### src/rtl/strload_pkg.sv
// Shared constants and the controller state type for the string load sequencer.
package strload_pkg;
    localparam int REG_W  = 32;
    localparam int BYTE_W = 8;
    localparam int IDX_W  = 5;
    localparam int CNT_W  = 5;
    localparam int ADDR_W = 32;

    typedef enum logic [1:0] {
        ST_IDLE = 2'd0,
        ST_RUN  = 2'd1,
        ST_LAST = 2'd2,
        ST_DONE = 2'd3
    } seq_state_t;
endpackage

### src/rtl/strload_addr.sv
// Address and byte-count tracker.
// Loads the start address and byte total on load_i. On each accepted byte
// (take_i) it advances the address by one and lowers the remaining count.
// Assumes take_i is never asserted while the remaining count is zero.
module strload_addr #(
    parameter int ADDR_W = strload_pkg::ADDR_W,
    parameter int CNT_W  = strload_pkg::CNT_W
) (
    input  logic              clk,
    input  logic              rst_n,
    input  logic              load_i,
    input  logic [ADDR_W-1:0] ea_i,
    input  logic [CNT_W:0]    nbytes_i,
    input  logic              take_i,
    output logic [ADDR_W-1:0] addr_o,
    output logic              last_byte_o
);
    logic [CNT_W:0] rem_q;

    // Address register and remaining-byte counter.
    always_ff @(posedge clk) begin
        if (!rst_n) begin
            addr_o <= '0;
            rem_q  <= '0;
        end else if (load_i) begin
            addr_o <= ea_i;
            rem_q  <= nbytes_i;
        end else if (take_i) begin
            addr_o <= addr_o + ADDR_W'(1);
            rem_q  <= rem_q - (CNT_W+1)'(1);
        end
    end

    // The byte now on the port is the last of the string.
    assign last_byte_o = (rem_q == (CNT_W+1)'(1));


    counter_underflow_chk: assert property (@(posedge clk) disable iff (!rst_n)
        take_i |-> rem_q != '0);
endmodule

### src/rtl/strload_pack.sv
// Byte packer and register-file write generator.
// Builds each register most-significant byte first. It writes the register
// after its last lane or after the string's last byte, leaving the unfilled
// lanes zero. It walks register indices upward modulo 2**IDX_W and drops the
// write for a base-index register that is not the final one.
// Assumes load_i and take_i are never asserted together.
module strload_pack #(
    parameter int REG_W  = strload_pkg::REG_W,
    parameter int BYTE_W = strload_pkg::BYTE_W,
    parameter int IDX_W  = strload_pkg::IDX_W
) (
    input  logic              clk,
    input  logic              rst_n,
    input  logic              load_i,
    input  logic [IDX_W-1:0]  dst_i,
    input  logic [IDX_W-1:0]  base_i,
    input  logic [IDX_W-1:0]  final_i,
    input  logic              take_i,
    input  logic [BYTE_W-1:0] byte_i,
    input  logic              last_byte_i,
    output logic              we_o,
    output logic [IDX_W-1:0]  idx_o,
    output logic [REG_W-1:0]  data_o
);
    localparam int BPR   = REG_W / BYTE_W;
    localparam int POS_W = $clog2(BPR);

    logic [REG_W-1:0] acc_q;
    logic [POS_W-1:0] pos_q;
    logic [IDX_W-1:0] cur_q, base_q, final_q;
    logic [REG_W-1:0] merged;
    logic             reg_end;

    // Place the incoming byte in the lane chosen by the byte position.
    always_comb begin
        merged  = acc_q | ({{(REG_W-BYTE_W){1'b0}}, byte_i}
                           << ((BPR - 1 - int'(pos_q)) * BYTE_W));
        reg_end = (pos_q == POS_W'(BPR - 1)) || last_byte_i;
    end

    // Accumulator, lane pointer, register walk and write strobe.
    always_ff @(posedge clk) begin
        if (!rst_n) begin
            acc_q   <= '0;
            pos_q   <= '0;
            cur_q   <= '0;
            base_q  <= '0;
            final_q <= '0;
            we_o    <= 1'b0;
            idx_o   <= '0;
            data_o  <= '0;
        end else if (load_i) begin
            acc_q   <= '0;
            pos_q   <= '0;
            cur_q   <= dst_i;
            base_q  <= base_i;
            final_q <= final_i;
            we_o    <= 1'b0;
        end else if (take_i && reg_end) begin
            we_o    <= (cur_q != base_q) || (cur_q == final_q);
            idx_o   <= cur_q;
            data_o  <= merged;
            acc_q   <= '0;
            pos_q   <= '0;
            cur_q   <= cur_q + IDX_W'(1);
        end else begin
            we_o <= 1'b0;
            if (take_i) begin
                acc_q <= merged;
                pos_q <= pos_q + POS_W'(1);
            end
        end
    end


    base_skip_chk: assert property (@(posedge clk) disable iff (!rst_n)
        (we_o && idx_o == base_q) |-> idx_o == final_q);
endmodule

### src/rtl/strload_seq.sv
// String word load sequencer top.
// Forms the start address and byte count, runs the memory read handshake and
// sequences the operation through run, last-write and done states. Start is
// honoured only when idle. Assumes mem_data_i is valid whenever mem_rdy_i is
// high during a request.
module strload_seq
    import strload_pkg::*;
#(
    parameter int AW = ADDR_W,
    parameter int RW = REG_W,
    parameter int BW = BYTE_W,
    parameter int IW = IDX_W,
    parameter int CW = CNT_W
) (
    input  logic          clk,
    input  logic          rst_n,
    input  logic          start_i,
    input  logic [IW-1:0] dst_idx_i,
    input  logic [IW-1:0] base_idx_i,
    input  logic [RW-1:0] base_val_i,
    input  logic [CW-1:0] cnt_field_i,
    output logic [AW-1:0] mem_addr_o,
    output logic          mem_req_o,
    input  logic          mem_rdy_i,
    input  logic [BW-1:0] mem_data_i,
    output logic [IW-1:0] rf_idx_o,
    output logic [RW-1:0] rf_data_o,
    output logic          rf_we_o,
    output logic          busy_o,
    output logic          done_o
);
    localparam int BPR   = RW / BW;
    localparam int POS_W = $clog2(BPR);

    seq_state_t    state_q;
    logic          load, take, last_byte;
    logic [AW-1:0] ea_c;
    logic [CW:0]   nbytes_c;
    logic [IW-1:0] nregs_c, final_c;

    // Operand decode: address, byte total and final register index.
    always_comb begin
        ea_c     = (base_idx_i == '0) ? '0 : AW'(base_val_i);
        nbytes_c = (cnt_field_i == '0) ? (CW+1)'(1 << CW) : {1'b0, cnt_field_i};
        nregs_c  = IW'((nbytes_c + (CW+1)'(BPR - 1)) >> POS_W);
        final_c  = dst_idx_i + nregs_c - IW'(1);
    end

    assign load      = (state_q == ST_IDLE) && start_i;
    assign mem_req_o = (state_q == ST_RUN);
    assign take      = mem_req_o && mem_rdy_i;
    assign busy_o    = (state_q != ST_IDLE);
    assign done_o    = (state_q == ST_DONE);

    // Operation sequencing.
    always_ff @(posedge clk) begin
        if (!rst_n) begin
            state_q <= ST_IDLE;
        end else begin
            case (state_q)
                ST_IDLE: if (start_i) state_q <= ST_RUN;
                ST_RUN:  if (take && last_byte) state_q <= ST_LAST;
                ST_LAST: state_q <= ST_DONE;
                default: state_q <= ST_IDLE;
            endcase
        end
    end

    strload_addr #(.ADDR_W(AW), .CNT_W(CW)) addr_i (
        .clk(clk), .rst_n(rst_n), .load_i(load), .ea_i(ea_c),
        .nbytes_i(nbytes_c), .take_i(take), .addr_o(mem_addr_o),
        .last_byte_o(last_byte)
    );

    strload_pack #(.REG_W(RW), .BYTE_W(BW), .IDX_W(IW)) pack_i (
        .clk(clk), .rst_n(rst_n), .load_i(load), .dst_i(dst_idx_i),
        .base_i(base_idx_i), .final_i(final_c), .take_i(take),
        .byte_i(mem_data_i), .last_byte_i(last_byte), .we_o(rf_we_o),
        .idx_o(rf_idx_o), .data_o(rf_data_o)
    );


    addr_hold_chk: assert property (@(posedge clk) disable iff (!rst_n)
        (mem_req_o && !mem_rdy_i) |=> (mem_req_o && $stable(mem_addr_o)));

    addr_step_chk: assert property (@(posedge clk) disable iff (!rst_n)
        (mem_req_o && mem_rdy_i) |=> (!mem_req_o || mem_addr_o == $past(mem_addr_o) + AW'(1)));

    done_after_write_chk: assert property (@(posedge clk) disable iff (!rst_n)
        $rose(done_o) |-> $past(rf_we_o));

    done_single_chk: assert property (@(posedge clk) disable iff (!rst_n)
        done_o |=> !done_o);

    busy_hold_chk: assert property (@(posedge clk) disable iff (!rst_n)
        (busy_o && !done_o) |=> busy_o);
endmodule

### config.mk
export PLATFORM = sky130hd
export DESIGN_NAME = strload_seq
export DESIGN_NICKNAME = d
export VERILOG_FILES = /design/src/rtl/strload_pkg.sv /design/src/rtl/strload_addr.sv /design/src/rtl/strload_pack.sv /design/src/rtl/strload_seq.sv
export SDC_FILE = /design/constraint.sdc
export NUM_CORES = 1
export LEC_CHECK = 0
export BUFFER_PORTS_ARGS = -buffer_cell sky130_fd_sc_hd__buf_2
export CAP_MARGIN = 10
export CELL_PAD_IN_SITES_DETAIL_PLACEMENT = 0
export CELL_PAD_IN_SITES_GLOBAL_PLACEMENT = 1
export CORE_UTILIZATION = 37
export DETAILED_ROUTE_END_ITERATION = 10
export GPL_ROUTABILITY_DRIVEN = 0
export PLACE_DENSITY_LB_ADDON = 0.1
export SLEW_MARGIN = 30
export SYNTH_ARGS = -nofsm -noshare
export SYNTH_HDL_FRONTEND = slang
export SYNTH_HIERARCHICAL = 1
export SYNTH_SLANG_ARGS = --single-unit
### constraint.sdc
create_clock -name clk -period 2.5 [get_ports clk]
set_clock_uncertainty 0.2 [all_clocks]
set_input_delay 0.25 -clock clk [delete_from_list [all_inputs] [get_ports clk]]
set_output_delay 0.25 -clock clk [all_outputs]
set_load 0.02 [all_outputs]
; Yosys cells after proc, flatten, opt, wreduce, memory -nomap -nowiden
; Index checks and enable logic that the tools add are counted.
[word_totals]
output_inout_bits = 73
regBits = 127
in_bits = 59
[op_classes]
bitwise = 4
addsub = 8
eq_ne = 9
reduce_logical = 16
mux = 11
n_shift = 1
[op_table]
columns = cell, n
row1 = 32-bit 2-to-1 mux, 3
row2 = 32-bit by 1-bit adder with 32-bit output (second input constant), 1
row3 = 32-bit bitwise OR, 1
row4 = 8-bit by 32-bit << shifter with 32-bit output, 1
row5 = 6-bit 2-to-1 mux, 3
row6 = 5-bit zero test, 2
row7 = 5-bit 2-to-1 mux, 2
row8 = 6-bit by 2-bit adder with 6-bit output (second input constant), 1
row9 = 2-bit == test (second input constant), 3
row10 = 6-bit by 1-bit == test with 1-bit output (second input constant), 1
row11 = 2-bit case mux with 3 select lines, 1
row12 = 2-bit nonzero test, 3
row13 = 3-bit OR reduction, 2
row14 = 6-bit by 1-bit subtractor with 6-bit output (second input constant), 1
row15 = 5-bit by 1-bit adder with 5-bit output (second input constant), 1
row16 = 5-bit by 4-bit adder with 5-bit output, 1
row17 = 5-bit == test, 1
row18 = 5-bit inequality test, 1
row19 = 5-bit by 1-bit subtractor with 5-bit output (second input constant), 1
row20 = 1-bit logical AND, 4
row21 = 2-bit 2-to-1 mux, 2
row22 = 2-bit AND reduction, 2
row23 = 1-bit inverter, 3
row24 = 2-bit by 2-bit subtractor with 3-bit output (first input constant), 1
row25 = other kinds (6), 7

; Logic depth before layout (Yosys ltp)
[depth]
ltp_word = 5
ltp_mapped = 11

; Hierarchy
; The synthesis kept the hierarchy.
[by_module_without_submodules]
columns = module, cells_per_inst, area_each_um2, n_inst
row1 = strload_pack, 367, 3477.1, 1
row2 = strload_addr, 286, 2250.9, 1
row3 = strload_seq, 98, 698.2, 1

; Worst setup path before layout
; No wires, ideal clock.
[synth_timing]
path_type = reg-to-reg
start = register state_q[1]
end = register addr_i.addr_o[17]
path_stages_with_launch = 11
arrival_ps = 2287
slack_ps = -62
required_ps = 2226
n_path_buf = 3
setup_time_ps = 74
path_cell_list = dfxtp_1 inv_1 ha_1 and2_1 buf_2 and4_1 clkbuf_1 nand3_1 clkbuf_1 or4_1 a31oi_1
[synth_via]
elab_chain_len = 3
elab_cells_between_ends = 6
classes_between = 1 x eq/ne / 1 x mux / 4 x reduce/logical
[synth_lines]
columns = item, line
row1 = from (decl), strload_seq.sv:35  ; seq_state_t state_q;
row2 = from (signal assigned), strload_seq.sv:58  ; state_q <= ST_IDLE;
row3 = from (signal assigned), strload_seq.sv:61  ; ST_IDLE: if (start_i) state_q <= ST_RUN;
row4 = from (signal assigned), strload_seq.sv:62  ; ST_RUN: if (take && last_byte) state_q <= ST_LAST;
row5 = 2-bit by 1-bit == test with 1-bit output, strload_seq.sv:50  ; assign mem_req_o = (state_q == ST_RUN);
row6 = net mem_req_o, strload_seq.sv:23  ; output logic mem_req_o,
row7 = 1-bit logical AND, strload_seq.sv:51  ; assign take = mem_req_o && mem_rdy_i;
row8 = net take, strload_seq.sv:36  ; logic load, take, last_byte;
row9 = 2-bit nonzero test (no source line), n/a
row10 = to (signal assigned), strload_addr.sv:26  ; addr_o <= ea_i;
row11 = to (signal assigned), strload_addr.sv:29  ; addr_o <= addr_o + ADDR_W'(1);
row12 = to (decl), strload_addr.sv:15  ; output logic [ADDR_W-1:0] addr_o,
; The timed path passes the listed nets, and every way through them passes these cells.
; A chain may end at the register's enable or synchronous reset.

; Final worst setup path
[layout_timing]
start = input port base_idx_i[0]
end = register addr_i.addr_o[15]
[layout_via]
elab_chain_len = 3
[layout_lines]
columns = item, line
row1 = from (decl), strload_seq.sv:19  ; input logic [IW-1:0] base_idx_i,
row2 = 5-bit zero test, strload_seq.sv:43  ; ea_c = (base_idx_i == '0) ? '0 : AW'(base_val_i);
row3 = 32-bit 2-to-1 mux, strload_seq.sv:43
row4 = net ea_c[15], strload_seq.sv:37  ; logic [AW-1:0] ea_c;
row5 = 32-bit 2-to-1 mux, strload_addr.sv:25  ; end else if (load_i) begin
; The timed path passes the listed nets, and every way through them passes these cells.

==> impl_metrics.json <==
{
  "status": "complete, no violations",
  "post-route-cell-area_sq_um": 8070,
  "drv_slew": 0,
  "avgSynthCellArea_sq_um": 8.56,
  "power_per_cell_area_nw_per_um2": 858,
  "boundaryPins": 132,
  "slowest_delay_ns": 0.54,
  "drt_iter0_markers": 320,
  "switchingPower_mw": 2.34,
  "pre_cts_ws_ns": 0.0325,
  "synth.most_common_cell": "dfxtp_1",
  "first_global_vias": 5504,
  "diodes": 0,
  "clock-root-buffer": "clkbuf_16",
  "route.met2.wl_microns": 7900,
  "ys_ff_latch": 127,
  "dpl.hpwl_microns": 12200,
  "synthTopCellsByArea": "dfxtp_1 (40%), a21oi_1 (5.5%), o211a_1 (5.5%)",
  "synthDistinctLibCells": 59,
  "coreArea_sq_um": 16800,
  "clk_pin_slew_worst_paths_ns": 0.06,
  "initial_core_util": 0.383,
  "final_nets": 957,
  "cp_max_fo": 20,
  "ant_nets": 0,
  "final_util": 0.482,
  "multiInputGateArea_sq_um": 3450,
  "drive_gt1_frac": 0.227,
  "synth-edff-count": 0,
  "hold_class": "in2reg",
  "yosysWarnings": 6,
  "instances_no_fill": 1113,
  "worstPathRequired_ns": 2.60,
  "yosysSeqAreaShare": 0.396,
  "cts_tree": "done",
  "slew_headroom": 0.616,
  "route.met3.wl_microns": 986,
  "cts_max_path_buffers": 2,
  "synth_nets": 828,
  "rsz0062_at_grt": "false",
  "setup_tns_ns": 0,
  "synth_top_cell_by_area": "dfxtp_1",
  "dp.cells": 1063,
  "start_kind": "input pin",
  "topRoutingLayerUsed": "met4",
  "cap_violations": 0,
  "syn2layout_area_growth_pct": 25.6,
  "power_frac_comb": 0.265,
  "grt_pass1_wl_microns": 27700,
  "placed_area_sq_um": 7290,
  "irDropWorstVdd_mv": 0.568,
  "crit_slowest_cell": "or4_4",
  "min_period_ns": 2.31,
  "p_seq_frac": 0.374,
  "internal-power_mw": 4.58,
  "p_clk_frac": 0.361,
  "end_kind": "register",
  "synthArstFlopShare": 0,
  "critPathKind": "in2reg",
  "io_buffers": 131,
  "sw_frac_of_total": 0.338,
  "clk_latency_ns": 0.42,
  "holdWs_ns": 0.0188,
  "ys.flop_type": "dfxtp_1",
  "htreeDepth": 4,
  "wl_per_cell_microns": 15.5,
  "dieArea_sq_um": 17900,
  "rows": 47,
  "via_count": 5822,
  "cts.sinks": 127,
  "cts_buffers": 17,
  "worstMarginPinSlew_ns": 0.575,
  "register_area_sq_um": 2540,
  "drt-pass1-iter-count": 5,
  "finalSetupViolCount": 0,
  "layout_setup_ws_ns": 0.190,
  "m1WireLength_microns": 8080,
  "dieHeight_microns": 134,
  "viasPerCell": 5.23,
  "total_power_mw": 6.93,
  "synth_area_sq_um": 6430,
  "fillCellCount": 1644,
  "antenna_found_initial": 0,
  "fmax_mhz": 433,
  "yosysTopAreaCellShare": 0.396,
  "syn-instance-count": 751,
  "finalCritPeriodShare": 0.924,
  "fp.dieW_microns": 134,
  "hold_viol": 0,
  "grt_util_all_layers": 0.197,
  "drcViolationCount": 0,
  "grt_max_degree": 53,
  "path_cells": "dlygate4sd3_1, buf_2, or4_4, nor2_4, buf_4, nor2b_1, o21ai_0, a31oi_1",
  "yosys-top-cells-count": "dfxtp_1 (127), a21oi_1 (71), nor2_1 (61)",
  "grt_overflow": 0,
  "cellLeakagePower_nw": 3.74,
  "arrival_ns": 2.41,
  "wirelength_microns": 17200
}
-- logic make-up (layout without fill, tap and decap cells) --
logic type               count (synthesis)  after routing  share of synthesized area
AO/OA/AOI/OAI                          189            189                      0.196
XOR/XNOR                                36             36                     0.0491
adder cells (fa/ha/maj)                 18             18                     0.0362
buffers and inverters                   93            235                     0.0678
flip-flops                             127            127                      0.396
multiplexers                            24             24                     0.0374
AND/OR/NAND/NOR                        264            264                      0.218
-- layout by cell type, fill, tap and decap left out, types with 5 or more instances in the layout --
cell and count:
nor3_1 10, inv_6 5, o211a_1 35, inv_1 27
xor2_1 19, mux2i_1 24, o31ai_1 12, buf_4 21
xnor2_1 17, and4_1 5, nand4_1 15, buf_2 131
a211oi_1 5, nand2_1 60, or4_1 14, o21ai_0 30
dlygate4sd3_1 18, nor2b_1 49, clkbuf_16 17, a31oi_1 21
nor2_1 61, ha_1 16, a21oi_1 71, dfxtp_1 127
buf_12 5, nand3_1 16
-- flip-flops by register name (all words and copies together) (netlist names) --
signal / flops
addr_i/addr_o: 32
addr_i/rem_q: 6
pack_i/acc_q: 32
pack_i/base_q: 5
pack_i/cur_q: 5
pack_i/data_o: 32
pack_i/final_q: 5
pack_i/idx_o: 5
pack_i/pos_q: 2
pack_i/we_o: 1
state_q: 2
-- routing by layer --
layer / vias to the layer above / global-route usage
met2: 146 / 0.314
met4: 0 / 0.0726
met3: 20 / 0.0491
li1: 2906 / -
met5: - / 0
met1: 2750 / 0.257
-- power by group through the flow --
stage / Clock [mW] / Sequential [mW] / Combinational (mW)
2_1_floorplan: 0 / 2.72 / 1.12
3_3_place_gp: 0 / 2.62 / 1.79
3_5_place_dp: 0 / 2.63 / 1.82
4_1_cts: 2.56 / 2.59 / 1.85
5_1_grt: 2.66 / 2.63 / 2.03
6_report: 2.50 / 2.59 / 1.83
-- final timing paths --
check,startpoint,end,slack (ns),depth (start not counted)
worst max-delay path,base_idx_i[0],addr_i/addr_o[15],0.19,8
worst max register to register,state_q[0],addr_i/addr_o[25],0.21,7
worst min register to register,pack_i/acc_q[6],pack_i/acc_q[6],0.27,2
worst min-delay path,mem_data_i[5],pack_i/acc_q[21],0.02,3
-- cell type report --
type	instances	share of cell area
multi-input cells	531	0.428
repair buffers	175	0.135
inverters	28	0.0130
clock inverters	13	0.0189
well taps	220	0.0341
flip-flops and latches	127	0.315
clock buffers	19	0.0561
-- worst max-delay path, delay by kind of cell --
family | cells | cell delay, ns
buf+inv | 3 | 0.97
simple gates | 3 | 0.91
compound gates | 2 | 0.26
-- repair_timing --
item / 4_1_cts / 5_1_grt
buffers inserted: 0 / 0
hold buffers: 18 / 0
setup endpoints to repair: 0 / 1
resized for setup: 0 / 1
hold endpoints to repair: 27 / 0
Power figures use the tool's default switching activity.
